$ cat config.mk
export PLATFORM = sky130hd
export DESIGN_NAME = uart_regbank_ctrl
export DESIGN_NICKNAME = d
export VERILOG_FILES = /design/src/rtl/uart_rb_pkg.sv /design/src/rtl/uart_rb_decode.sv /design/src/rtl/uart_rb_regs.sv /design/src/rtl/uart_rb_prescale.sv /design/src/rtl/uart_regbank_ctrl.sv
export SDC_FILE = /design/constraint.sdc
export NUM_CORES = 1
export LEC_CHECK = 0
export BUFFER_PORTS_ARGS = -buffer_cell sky130_fd_sc_hd__clkbuf_2
export CAP_MARGIN = 20
export CORE_ASPECT_RATIO = 1.1
export CORE_MARGIN = 10
export CORE_UTILIZATION = 45
export CTS_CLUSTER_DIAMETER = 40
export CTS_CLUSTER_SIZE = 25
export DETAILED_ROUTE_END_ITERATION = 6
export GPL_ROUTABILITY_DRIVEN = 0
export PLACE_DENSITY = 0.64
export SYNTH_ARGS = -nofsm -noshare
export SYNTH_HDL_FRONTEND = slang
export SYNTH_HIERARCHICAL = 1
export SYNTH_SLANG_ARGS = --single-unit
$ cat constraint.sdc
create_clock -name clk -period 1.9 [get_ports clk]
set_clock_uncertainty 0.2 [all_clocks]
set_input_delay 0.095 -clock clk [delete_from_list [all_inputs] [get_ports clk]]
set_output_delay 0.095 -clock clk [all_outputs]
set_load 0.01 [all_outputs]
$ cat src/rtl/uart_rb_pkg.sv
package uart_rb_pkg;
  localparam int RB_AW = 3;
  localparam int RB_DW = 8;

  localparam logic [RB_AW-1:0] A_IER = 3'd1;
  localparam logic [RB_AW-1:0] A_AUX = 3'd2;
  localparam logic [RB_AW-1:0] A_LCR = 3'd3;
  localparam logic [RB_AW-1:0] A_MCR = 3'd4;

  // fields that only the extension enable lets software change
  localparam logic [RB_DW-1:0] IER_EXT = 8'hF0;
  localparam logic [RB_DW-1:0] MCR_EXT = 8'hE0;
  localparam logic [RB_DW-1:0] EFR_EXT = 8'hE0;

  localparam int EFR_EN_BIT = 4;
  localparam int MCR_IR_BIT = 6;
  localparam int MCR_PS_BIT = 7;

  typedef struct packed {
    logic ier;
    logic aux;
    logic efr;
    logic lcr;
    logic mcr;
  } rb_sel_t;
endpackage

$ cat src/rtl/uart_rb_decode.sv
module uart_rb_decode
  import uart_rb_pkg::*;
(
  input  logic [RB_AW-1:0] addr,
  input  logic             shadow,
  output rb_sel_t          sel
);
  always_comb begin
    sel     = '0;
    sel.ier = (addr == A_IER);
    sel.lcr = (addr == A_LCR);
    sel.mcr = (addr == A_MCR);
    sel.efr = (addr == A_AUX) && shadow;
    sel.aux = (addr == A_AUX) && !shadow;
  end
endmodule

$ cat src/rtl/uart_rb_regs.sv
module uart_rb_regs
  import uart_rb_pkg::*;
#(
  parameter logic [RB_DW-1:0] SHADOW_KEY = 8'hBF
) (
  input  logic             clk,
  input  logic             rst,
  input  logic             wr_en,
  input  logic             rd_en,
  input  logic [RB_DW-1:0] wdata,
  input  rb_sel_t          sel,
  output logic [RB_DW-1:0] ier_q,
  output logic [RB_DW-1:0] aux_q,
  output logic [RB_DW-1:0] efr_q,
  output logic [RB_DW-1:0] lcr_q,
  output logic [RB_DW-1:0] mcr_q,
  output logic             shadow_q,
  output logic [RB_DW-1:0] rdata
);
  logic             ext_en;
  logic [RB_DW-1:0] rd_mux;

  assign ext_en = efr_q[EFR_EN_BIT];

  function automatic logic [RB_DW-1:0] gated_merge(
    input logic [RB_DW-1:0] old_v,
    input logic [RB_DW-1:0] new_v,
    input logic [RB_DW-1:0] ext_mask,
    input logic             en
  );
    logic [RB_DW-1:0] keep;
    keep = en ? '0 : ext_mask;
    return (old_v & keep) | (new_v & ~keep);
  endfunction

  always_ff @(posedge clk) begin
    if (rst) begin
      ier_q    <= '0;
      aux_q    <= '0;
      efr_q    <= '0;
      lcr_q    <= '0;
      mcr_q    <= '0;
      shadow_q <= 1'b0;
    end else if (wr_en) begin
      if (sel.ier) ier_q <= gated_merge(ier_q, wdata, IER_EXT, ext_en);
      if (sel.mcr) mcr_q <= gated_merge(mcr_q, wdata, MCR_EXT, ext_en);
      if (sel.efr) efr_q <= gated_merge(efr_q, wdata, EFR_EXT, ext_en);
      if (sel.aux) aux_q <= wdata;
      if (sel.lcr) begin
        lcr_q    <= wdata;
        shadow_q <= (wdata == SHADOW_KEY);
      end
    end
  end

  always_comb begin
    rd_mux = '0;
    if (sel.ier) rd_mux = ier_q;
    if (sel.aux) rd_mux = aux_q;
    if (sel.efr) rd_mux = efr_q;
    if (sel.lcr) rd_mux = lcr_q;
    if (sel.mcr) rd_mux = mcr_q;
  end

  always_ff @(posedge clk) begin
    if (rst)        rdata <= '0;
    else if (rd_en) rdata <= rd_mux;
  end
endmodule

$ cat src/rtl/uart_rb_prescale.sv
module uart_rb_prescale #(
  parameter int FIX_DIV = 16,
  parameter int EXT_DIV = 4
) (
  input  logic clk,
  input  logic rst,
  input  logic slow_sel,
  output logic tick
);
  localparam int FW = (FIX_DIV > 1) ? $clog2(FIX_DIV) : 1;
  localparam logic [FW-1:0] F_LAST = FW'(FIX_DIV - 1);

  logic [FW-1:0] fcnt;
  logic          fwrap;
  logic          ewrap;

  assign fwrap = (fcnt == F_LAST);

  always_ff @(posedge clk) begin
    if (rst)        fcnt <= '0;
    else if (fwrap) fcnt <= '0;
    else            fcnt <= fcnt + FW'(1);
  end

  generate
    if (EXT_DIV > 1) begin : g_ext
      localparam int EW = $clog2(EXT_DIV);
      localparam logic [EW-1:0] E_LAST = EW'(EXT_DIV - 1);
      logic [EW-1:0] ecnt;
      always_ff @(posedge clk) begin
        if (rst) ecnt <= '0;
        else if (fwrap) ecnt <= (ecnt == E_LAST) ? '0 : ecnt + EW'(1);
      end
      assign ewrap = (ecnt == E_LAST);
    end else begin : g_noext
      assign ewrap = 1'b1;
    end
  endgenerate

  always_ff @(posedge clk) begin
    if (rst) tick <= 1'b0;
    else     tick <= fwrap && (!slow_sel || ewrap);
  end
endmodule

$ cat src/rtl/uart_regbank_ctrl.sv
module uart_regbank_ctrl
  import uart_rb_pkg::*;
#(
  parameter logic [RB_DW-1:0] SHADOW_KEY = 8'hBF,
  parameter int               FIX_DIV    = 16,
  parameter int               EXT_DIV    = 4
) (
  input  logic             clk,
  input  logic             rst,
  input  logic [RB_AW-1:0] addr,
  input  logic [RB_DW-1:0] wdata,
  input  logic             wr_en,
  input  logic             rd_en,
  output logic [RB_DW-1:0] rdata,
  output logic [RB_DW-1:0] line_cfg,
  output logic             ir_en,
  output logic             tx_idle_lvl,
  output logic             baud_tick
);
  rb_sel_t          sel;
  logic             shadow_q;
  logic [RB_DW-1:0] ier_q, aux_q, efr_q, lcr_q, mcr_q;

  uart_rb_decode u_dec (
    .addr   (addr),
    .shadow (shadow_q),
    .sel    (sel)
  );

  uart_rb_regs #(.SHADOW_KEY(SHADOW_KEY)) u_regs (
    .clk      (clk),
    .rst      (rst),
    .wr_en    (wr_en),
    .rd_en    (rd_en),
    .wdata    (wdata),
    .sel      (sel),
    .ier_q    (ier_q),
    .aux_q    (aux_q),
    .efr_q    (efr_q),
    .lcr_q    (lcr_q),
    .mcr_q    (mcr_q),
    .shadow_q (shadow_q),
    .rdata    (rdata)
  );

  uart_rb_prescale #(.FIX_DIV(FIX_DIV), .EXT_DIV(EXT_DIV)) u_ps (
    .clk      (clk),
    .rst      (rst),
    .slow_sel (mcr_q[MCR_PS_BIT]),
    .tick     (baud_tick)
  );

  assign line_cfg    = lcr_q;
  assign ir_en       = mcr_q[MCR_IR_BIT];
  assign tx_idle_lvl = ~mcr_q[MCR_IR_BIT];
endmodule

==> results.tsv, run 1 <==
metric	value	unit
r2r_cells	5	
postSynthAreaPerCell	8.31	um2
min_path_cells	3	
antenna_found_initial	0	
p_leak	1.16	nW
drive_gt1_share	16.7	%
path_max_fanout	15	
ys_ff_latch	56	
grt_start_max_net_pins	44	
fin_setup_tns	0	ps
r2r_end	u_regs/rdata[5]	
setup_viol	0	
relSlewSlack	61.6	%
rsz0062_at_grt	no	
dp_hpwl	4320	um
ant_nets	0	
via_per_inst	5.31	
synthesis.area	2530	um2
arrival	1780	ps
io-pin-count	34	
syn-instance-count	305	
status	finished clean	
cts_tree	done	
first_pass_iters	4	
ys_seq_area_share	44.2	%
hold_viol_final	0	
synth_common_cells	nand2_1, dfxtp_1, a21oi_1	
cts.sink_count	56	
clock_latency	310	ps
power_frac_clock	32.1	%
total_power	2.09	mW
yosysUniqueCellTypes	35	
first_iter_violations	115	
min_to	u_regs/rdata[6]	
fin_nets	358	
clock_path_buffers	2	
cts.clk_slew.worst_paths	100	ps
period_share	90.7	%
cts_buffers	5	
p_int	1.58	mW
grt_pass1_vias	2025	
dpl_worst_slack	205	ps
htreeDepth	2	
nFillCells	533	
synth_top_area_share	44.2	%
drcViolationCount	0	
finalCriticalPeriod	1720	ps
crit_required	1960	ps
stdcell_count	417	
combPwrFrac	9.7	%
seqPwrFrac	58.2	%
vdd_ir_drop_max	0.423	mV
dieWidth	91.5	um
wl_per_cell	15.2	um
synthArstFlopShare	0	%
path_class	reg2reg	
synth_edf_count	0	
rr_startpoint	u_regs/shadow_q	
switching_share	24.5	%
p_sw	511	uW
slew_viol_final	0	
yosysWarnings	6	
insertedDiodeCount	0	
ys.flop_type	dfxtp_1	
synth_most_common_cell	nand2_1	
grt_use_total	14.0	%
hold_start	rst	
crit_path_end_kind	flop	
r2r_setup_slack	180	ps
clockRootBuffer	clkbuf_8	
synth_area_leader_cell	dfxtp_1	
area_delta_synth_final	16.1	%
grt_pass1_wl	10400	um
powerDensity	709	nW/um2
max-cap-violations	0	
syn_nets	322	
start_util	46.7	%
fmax	580	MHz
die_area	9040	um2
critPathLaunchType	flop	
io_buffer_count	33	
finalCoreUtilization	54.2	%
worstHoldPathType	in2reg	
rows	28	
grt_overflow_total	0	
fin_ws	176	ps
dpl.cell_count	401	
yosys-top-cells-area	dfxtp_1, nand2_1, a21oi_1	
core-area	5430	um2
via_count	2215	
die_h	98.7	um
worst_pin_slew	573	ps
routed_wl	6360	um
ctsResizeCount	0	
-- power groups by stage --
| stage | Combinational, mW | Sequential, mW | Clock, mW |
|---|---|---|---|
| 3_3_place_gp | 0.188 | 1.24 | 0 |
| 2_1_floorplan | 0.106 | 1.24 | 0 |
| 5_1_grt | 0.223 | 1.22 | 0.733 |
| 3_5_place_dp | 0.190 | 1.24 | 0 |
| 6_report | 0.203 | 1.21 | 0.669 |
| 4_1_cts | 0.204 | 1.21 | 0.686 |
-- through the flow --
stage          cell area [um2]  hold slack (ps)
2_1_floorplan             2530            -42.6
5_1_grt                   2940             20.4
4_1_cts                   2940             8.12
3_3_place_gp              2770              203
6_report                  2940             15.8
3_5_place_dp              2770              219
-- critical path: stages, from the launching register on --
cell and delay [ps]:
dfxtp_1 400, and4bb_2 460, buf_4 230, a21oi_1 50, o21ai_0 120, a41o_1 210
-- cell usage in the layout, fill, tap and decap left out, drive strengths merged, types with 2 or more instances in the layout --
cell	synthesis	layout
dfxtp	56	56
dlygate4sd3	0	8
and3b	2	2
nand3	26	26
nand2	61	61
o21ai	8	8
ha	2	2
nor2	20	20
a311oi	9	9
mux2i	11	11
nand2b	16	16
clkbuf	3	41
a21oi	40	40
a41o	8	8
nand3b	8	8
nor3b	4	4
buf	18	9
or3	2	2
-- repair_timing --
action	in CTS	in global routing
setup buffers	0	0
hold endpoints to repair	41	0
hold buffers	8	0
-- worst max path at each step --
stage	startpoint	endpoint	slack, ps	cells past startpoint
2_1_floorplan	u_regs/shadow_q	flop	410	5
3_3_place_gp	u_regs/shadow_q	u_regs/rdata[7]	220	5
3_5_place_dp	u_regs/shadow_q	u_regs/rdata[5]	210	5
4_1_cts	u_regs/shadow_q	u_regs/rdata[5]	190	5
5_1_grt	u_regs/shadow_q	flop	70	4
6_report	u_regs/shadow_q	u_regs/rdata[5]	180	5
-- cell type report --
type	count	area, um2	area share (%)
Sequential cell	56	1120	38.1
Multi-Input combinational cell	227	1310	44.5
Tap cell	75	93.8	3.19
Timing Repair Buffer	50	325	11.1
Inverter	1	3.75	0.128
Clock buffer	8	90.1	3.06
-- logic make-up (layout without fill, tap and decap cells) --
logic type | count (synthesis) | after routing | share of synthesized area, %
AO/OA/AOI/OAI | 67 | 67 | 16.4
buffers and inverters | 22 | 59 | 4.64
multiplexers | 11 | 11 | 4.35
XOR/XNOR | 1 | 1 | 0.346
AND/OR/NAND/NOR | 146 | 146 | 29.0
adder cells (fa/ha/maj) | 2 | 2 | 0.987
flip-flops | 56 | 56 | 44.2
-- per-layer routing --
| metal | wire length [um] | global-route usage [%] | share of wire (%) | vias up |
|---|---|---|---|---|
| li1 | - | - | - | 1138 |
| met1 | 3010 | 18.1 | 47 | 1024 |
| met2 | 2970 | 22.0 | 47 | 46 |
| met3 | 314 | 3.79 | 4.9 | 7 |
| met4 | 58 | 4.34 | 0.91 | 0 |
| met5 | 0 | 0 | 0 | - |
No activity file was read; power rests on OpenSTA's default activity.
==> run 2, diff against run 1 <==
--- a/config.mk
+++ b/config.mk
@@ -15,6 +15,7 @@
 export DETAILED_ROUTE_END_ITERATION = 6
 export GPL_ROUTABILITY_DRIVEN = 0
 export PLACE_DENSITY = 0.64
+export REMOVE_ABC_BUFFERS = 1
 export SYNTH_ARGS = -nofsm -noshare
 export SYNTH_HDL_FRONTEND = slang
 export SYNTH_HIERARCHICAL = 1
==> run 2 against run 1 <==
Net effect: wire length rose by 0.36%; core utilization fell by 0.37 points; sequential cell count did not move; non-clock buffer count fell by 1; worst setup slack got worse by 41 ps; critical path depth fell by 1; critical path type unchanged; largest cell class unchanged.
==> results.tsv, run 2 (same netlist as run 1, synthesis figures left out) <==
metric	value	unit	change
fin_nets	357		was 358
gr-usage-met2	21.9	%	was 22.0%
rr_startpoint	u_regs/shadow_q		unchanged
grt_pass1_vias	2094		was 2025
io-pin-count	34		unchanged
switching_share	25.0	%	was 24.5%
worstSetupStartpoint	u_regs/shadow_q		unchanged
htreeDepth	2		unchanged
finalCriticalPeriod	1770	ps	was 1720 ps
setup_viol	0		unchanged
crit_required	1890	ps	was 1960 ps
via_count	2230		was 2215
dieWidth	91.5	um	unchanged
first_pass_iters	4		unchanged
power_frac_clock	30.5	%	was 32.1%
rsz0062_at_grt	no		unchanged
nFillCells	531		was 533
worst_pin_slew	623	ps	was 573 ps
die_area	9040	um2	unchanged
start_util	46.7	%	unchanged
hold_start	rst		unchanged
post_cts_buffers	0		unchanged
wl_per_cell	15.4	um	was 15.2 um
routed_wl	6380	um	was 6360 um
cts_buffers	5		unchanged
dpl_worst_slack	166	ps	was 205 ps
grt_use_total	14.1	%	was 14.0%
grt_overflow_total	0		unchanged
critPathLaunchType	flop		unchanged
dp_hpwl	4440	um	was 4320 um
fin_setup_tns	0	ps	unchanged
cts.sink_count	56		unchanged
layout_common_cells	nand2_1, dfxtp_1, a21oi_1		unchanged
final_common_cell	nand2_1		unchanged
relSlewSlack	58.3	%	was 61.6%
core-area	5430	um2	unchanged
clockRootBuffer	clkbuf_8		unchanged
path_class	reg2reg		unchanged
die_h	98.7	um	unchanged
path_max_fanout	21		was 15
io_buffer_count	33		unchanged
rows	28		unchanged
slew_viol_final	0		unchanged
finalCoreUtilization	53.8	%	was 54.2%
crit_path_end_kind	flop		unchanged
grt_start_max_net_pins	38		was 44
p_leak	1.15	nW	was 1.16 nW
max-cap-violations	0		unchanged
hold_viol_final	0		unchanged
cts.clk_slew.worst_paths	90	ps	was 100 ps
fmax	567	MHz	was 580 MHz
combPwrFrac	9.9	%	was 9.7%
arrival	1760	ps	was 1780 ps
grtUsageMet3	3.11	%	was 3.79%
drive_gt1_share	16.5	%	was 16.7%
total_power	2.04	mW	was 2.09 mW
cts_tree	done		unchanged
p_int	1.53	mW	was 1.58 mW
drcViolationCount	0		unchanged
grt.busiest_layer	met2		unchanged
first_iter_violations	152		was 115
grtUsageMet1	19.0	%	was 18.1%
via_per_inst	5.37		was 5.31
seqPwrFrac	59.6	%	was 58.2%
p_sw	509	uW	was 511 uW
status	finished clean		unchanged
worstHoldPathType	in2reg		unchanged
grt_pass1_wl	10600	um	was 10400 um
area_delta_synth_final	15.4	%	was 16.1%
insertedDiodeCount	0		unchanged
ant_nets	0		unchanged
powerDensity	697	nW/um2	was 709 nW/um2
fin_ws	135	ps	was 176 ps
vdd_ir_drop_max	0.396	mV	was 0.423 mV
clock_latency	300	ps	was 310 ps
antenna_found_initial	0		unchanged
period_share	92.9	%	was 90.7%
clock_path_buffers	2		unchanged
-- run 2: cell types whose count changed in the layout (fill, tap and decap cells not counted), sizes merged --
cell    change
clkbuf      -2
buf         -1
clkinv      +1
-- run 2: area by class of cell --
class,instances,area [um2],share of cell area [%]
Sequential cell,56,1120,38.4
Clock inverter,1,5.00,0.171
Inverter,1,3.75,0.128
Timing Repair Buffer,49,318,10.9
Clock buffer,6,72.6,2.48
Multi-Input combinational cell,227,1310,44.8
Tap cell,75,93.8,3.21
-- run 2: layer usage --
layer | part of all wire, % | wire [um] | up-vias
met5 | 0 | 0 | -
met4 | 1.1 | 72 | 0
met3 | 4.0 | 258 | 7
met2 | 47 | 3030 | 52
met1 | 47 | 3020 | 1037
li1 | - | - | 1134
-- run 2: final timing paths --
check                           cells past startpoint         endpoint  slack [ps]
worst max-delay path                                4             flop         130
worst min register to register                      2  u_regs/efr_q[2]         260
worst max register to register                      4             flop         130
worst min-delay path                                3             flop          70
-- run 2: what timing repair did --
item	in CTS	in global routing
hold buffers	8	0
endpoints found under the hold margin	40	0
gates resized for setup	0	0
-- run 2: critical path, stage by stage (launching register included) --
cell	delay (ps)
dfxtp_1	400
and4bb_2	540
nand3_1	260
mux2i_1	210
nor2_1	50
-- run 2: per-stage QoR --
step,hold slack [ps],cells,cell area [um2]
after detailed placement,223,400,2770
final,67.6,415,2920
after floorplan,-42.6,284,2420
after global placement,218,400,2770
after global routing,84.2,415,2920
after CTS,59.1,415,2920
-- run 2: power groups by stage --
stage          Sequential [mW]  Combinational [mW]  Clock [mW]
6_report                  1.21               0.202       0.620
5_1_grt                   1.22               0.224       0.690
4_1_cts                   1.21               0.203       0.646
3_5_place_dp              1.24               0.190           0
3_3_place_gp              1.24               0.189           0
2_1_floorplan             1.24              0.0720           0
